**config.mk**
```make
export PLATFORM = sky130hd
export DESIGN_NAME = ext_sync_ctrl
export DESIGN_NICKNAME = d
export VERILOG_FILES = /design/src/rtl/ext_sync_ctrl.sv
export SDC_FILE = /design/constraint.sdc
export NUM_CORES = 1
export LEC_CHECK = 0
export CORE_AREA = 5 5 42 44
export DETAILED_ROUTE_END_ITERATION = 12
export DIE_AREA = 0 0 47 49
export GPL_TIMING_DRIVEN = 1
export PLACE_DENSITY = 0.48
export SLEW_MARGIN = 0
export SYNTH_ARGS = -nofsm -noshare
export SYNTH_HDL_FRONTEND = slang
export SYNTH_SLANG_ARGS = --single-unit
```
**constraint.sdc**
```tcl
create_clock -name clk -period 2.7 [get_ports clk]
set_clock_uncertainty 0.15 [all_clocks]
set_input_delay 0.405 -clock clk [delete_from_list [all_inputs] [get_ports clk]]
set_output_delay 0.405 -clock clk [all_outputs]
set_load 0.03 [all_outputs]
```
**src/rtl/ext_sync_ctrl.sv**
```systemverilog
module ext_sync_ctrl #(
  parameter bit EXT_EN      = 1'b1,
  parameter int SYNC_STAGES = 2
) (
  input  logic clk,
  input  logic rst_n,
  input  logic sw_sync_wr,
  input  logic arm_wr,
  input  logic disarm_wr,
  input  logic man_req_wr,
  input  logic ext_sync_in,
  output logic chan_sync,
  output logic ext_req_out,
  output logic trig_wait
);

  logic fire;

  generate
    if (EXT_EN) begin : g_ext
      logic [SYNC_STAGES:0] chain;
      logic armed;
      logic req;
      logic rise;

      always_ff @(posedge clk) begin
        if (!rst_n) chain <= '0;
        else        chain <= {chain[SYNC_STAGES-1:0], ext_sync_in};
      end

      assign rise = chain[SYNC_STAGES-1] & ~chain[SYNC_STAGES];
      assign fire = armed & rise & ~disarm_wr;

      always_ff @(posedge clk) begin
        if (!rst_n)         armed <= 1'b0;
        else if (disarm_wr) armed <= 1'b0;
        else if (arm_wr)    armed <= 1'b1;
        else if (fire)      armed <= 1'b0;
      end

      always_ff @(posedge clk) begin
        if (!rst_n) req <= 1'b0;
        else        req <= man_req_wr;
      end

      assign trig_wait   = armed;
      assign ext_req_out = req;
    end else begin : g_noext
      assign fire        = 1'b0;
      assign trig_wait   = 1'b0;
      assign ext_req_out = 1'b0;
    end
  endgenerate

  always_ff @(posedge clk) begin
    if (!rst_n) chan_sync <= 1'b0;
    else        chan_sync <= sw_sync_wr | fire;
  end

endmodule

```
==> reports/results.md <==
• Top delay family on crit path: buffers and inverters
• fraction of synthesized area in multiplexers: 0%
• minimum period implied by the final worst setup slack: 1.81 ns
• longest individual stage delay on the worst path: 0.68 ns
• number of cells produced by synthesis: 15
• Final setup violation count: 0
• share of layout cells above drive strength 1: 22.2%
• arrival time of the worst setup path: 1.25 ns
• clock tree root driver cell: sky130_fd_sc_hd__clkbuf_4
• number of pins with negative max-slew slack in the final report: 0
• number of synthesized register bits: 6
• antenna violations before repair: 0
• Die Span Y: 49 um
• starting utilization of the core area: 13.8%
• maxcap violations: 0
• Synth-to-Final Area Change: 68.8%
• Power per Cell Area: 619 nW/um2
• Worst Hold Depth: 1
• headroom to the max-slew limit: 78.7%
• global-route wire length before repair: 696 um
• number of nets in the layout: 36
• detailed-router iteration count before antenna repair: 2
• # hold bufs at CTS: 0
• buffering stage count on the worst path with inverters included: 1
• count of clock tree sinks: 6
• Worst EP required: 2.14 ns
• via count of the first global-routing pass: 179
• Iter 0 DRT Violations: 2
• average wire per standard cell: 9.79 um
• Slew @ Worst Pin: 0.318 ns
• maximum operating frequency: 0.554 GHz
• type of the worst setup path: reg2out
• critical path's slowest cell: sky130_fd_sc_hd__clkdlybuf4s50_1
• number of logic stages on the critical path including buffering: 1
• Startpoint Class: flip-flop
• CTS tree: yes
• # DRC: 0
• share of synthesized cell area in full adder, half adder and majority cells: 0%
• Post-Route Setup TNS: 0 ns
• largest voltage drop on the vdd net: 207 uV
• minimum setup slack in the final design: 0.894 ns
• die area: 2300 um2
• final-report hold violation count: 0
• RSZ-0062 raised after global routing: false
• post-synthesis sequential area ratio: 62.3%
• Avg Synthesized Cell Area: 12.8 um2
• Critical Path End Type: output port
• synthesized-area fraction occupied by ao, oa, aoi and oai cells: 6.49%
• type of the tightest min-delay check: reg2reg
• clock-pin transition on the worst setup and hold timing paths: 0.04 ns
• warning count from the yosys run: 0
• summed instance area of the synthesized netlist: 193 um2
• count of cells along the worst register-to-register path: 3
• insertion delay to the later sink of the worst-skew pair: 0.24 ns
• Cell Chain, Critical Path: clkdlybuf4s50_1
• CTS max path bufs: 2
• vias after detailed routing: 153
• synthesized-area fraction occupied by xor and xnor cells: 0%
• number of clock buffers inserted by TritonCTS: 3
• horizontal die dimension: 47 um
• number of gates resized after CTS: 0
• Post-Syn Nets: 22
• core area: 1400 um2
• leakage power: 0.119 nW
• result of the run: complete, no violations
• count of pins on the block boundary: 10
• Simple-Gate Fraction of Synth Area: 31.2%
• residual overflow from global routing: 0
• weighted congestion at the end of routability-driven global placement: 0.716
• Vias/cell: 3.56
• largest net degree at the start of global routing: 7
• Post-CTS Setup Bufs: 0
• n_diodes: 0
• number of H-tree levels: 1
• Rows: 14
• count of distinct cell types in the synthesized netlist: 8
• number of port buffers: 9
• critical path fanouts, max: 3
• final period utilization: 66.9%
• Final ANT Viol Nets: 0
• pre-CTS WS: 1.15 ns
• dominant combinational cell family by area after synthesis: simple AND/OR/NAND/NOR gates
• aggregate routed wire length: 421 um
• total track usage: 4.80%
• final core utilization: 23.2%
-- layout by cell type, fill, tap and decap left out, drive strengths merged --
cell and count:
nand2b 1, dfxtp 6, clkdlybuf4s50 9, nor3b 2
clkbuf 3, a21oi 1, and2 4, o21a 1
-- synthesized netlist by cell type --
cell	count	share of area, %
sky130_fd_sc_hd__nand2b_4	1	7.1
sky130_fd_sc_hd__and2_1	3	9.7
sky130_fd_sc_hd__and2_2	1	3.9
sky130_fd_sc_hd__o21a_1	1	3.9
sky130_fd_sc_hd__nor3b_1	1	3.9
sky130_fd_sc_hd__dfxtp_1	6	62
sky130_fd_sc_hd__nor3b_2	1	6.5
sky130_fd_sc_hd__a21oi_1	1	2.6
-- flip-flops by register name, summed over array words and instances, names as in the netlist --
name / cells
g_ext.chain: 3
chan_sync: 1
ext_req_out: 1
trig_wait: 1
-- worst paths after layout --
path | startpoint | to | slack [ns]
max | trig_wait$_SDFFE_PP0P_ | trig_wait | 0.89
min | g_ext.chain[0]$_SDFF_PN0_ | g_ext.chain[1]$_SDFF_PN0_ | 0.29
max reg2reg | g_ext.chain[1]$_SDFF_PN0_ | chan_sync$_SDFF_PN0_ | 1.79
min reg2reg | g_ext.chain[0]$_SDFF_PN0_ | g_ext.chain[1]$_SDFF_PN0_ | 0.29
-- layer usage --
metal	wire length, um	track usage [%]
met5	0	0
met4	0	1.38
met3	74	5.90
met2	214	7.24
met1	131	3.76
-- worst reg2reg max path: cells and delay by family, from the launching register on --
kind | cells | cell delay [ns]
compound gates | 1 | 0.13
flops | 1 | 0.36
simple gates | 2 | 0.21
-- metrics by stage --
step / hold WS (ns) / instances / area [um2] / total power (W)
after floorplan: 0.262 / 15 / 193 / 0.000106
after global placement: 0.268 / 40 / 303 / 0.000120
after detailed placement: 0.272 / 40 / 303 / 0.000121
after CTS: 0.290 / 43 / 325 / 0.000206
after global routing: 0.314 / 43 / 325 / 0.000213
final: 0.286 / 43 / 325 / 0.000202
-- cells by family (layout without fill, tap and decap cells) --
kind of cell,Yosys count,in the layout
DFF,6,6
AOI/OAI and AO/OA,2,2
and+or+nand+nor,7,7
buffers and inverters,0,12
-- layout make-up --
class                           instances  area, um2
Clock buffer                            3       22.5
Fill cell                             164       1080
Timing Repair Buffer                    9       90.1
Tap cell                               16       20.0
Sequential cell                         6        120
Multi-Input combinational cell          9       72.6
-- where the power goes --
part	total (W)	leakage (nW)	switching [W]	internal, W
logic	0.0000241	0.0559	0.00000931	0.0000148
registers	0.0000947	0.0496	0.00000162	0.0000931
clock network	0.0000827	0.0138	0.0000324	0.0000503
No activity file was read; power rests on OpenSTA's default activity.
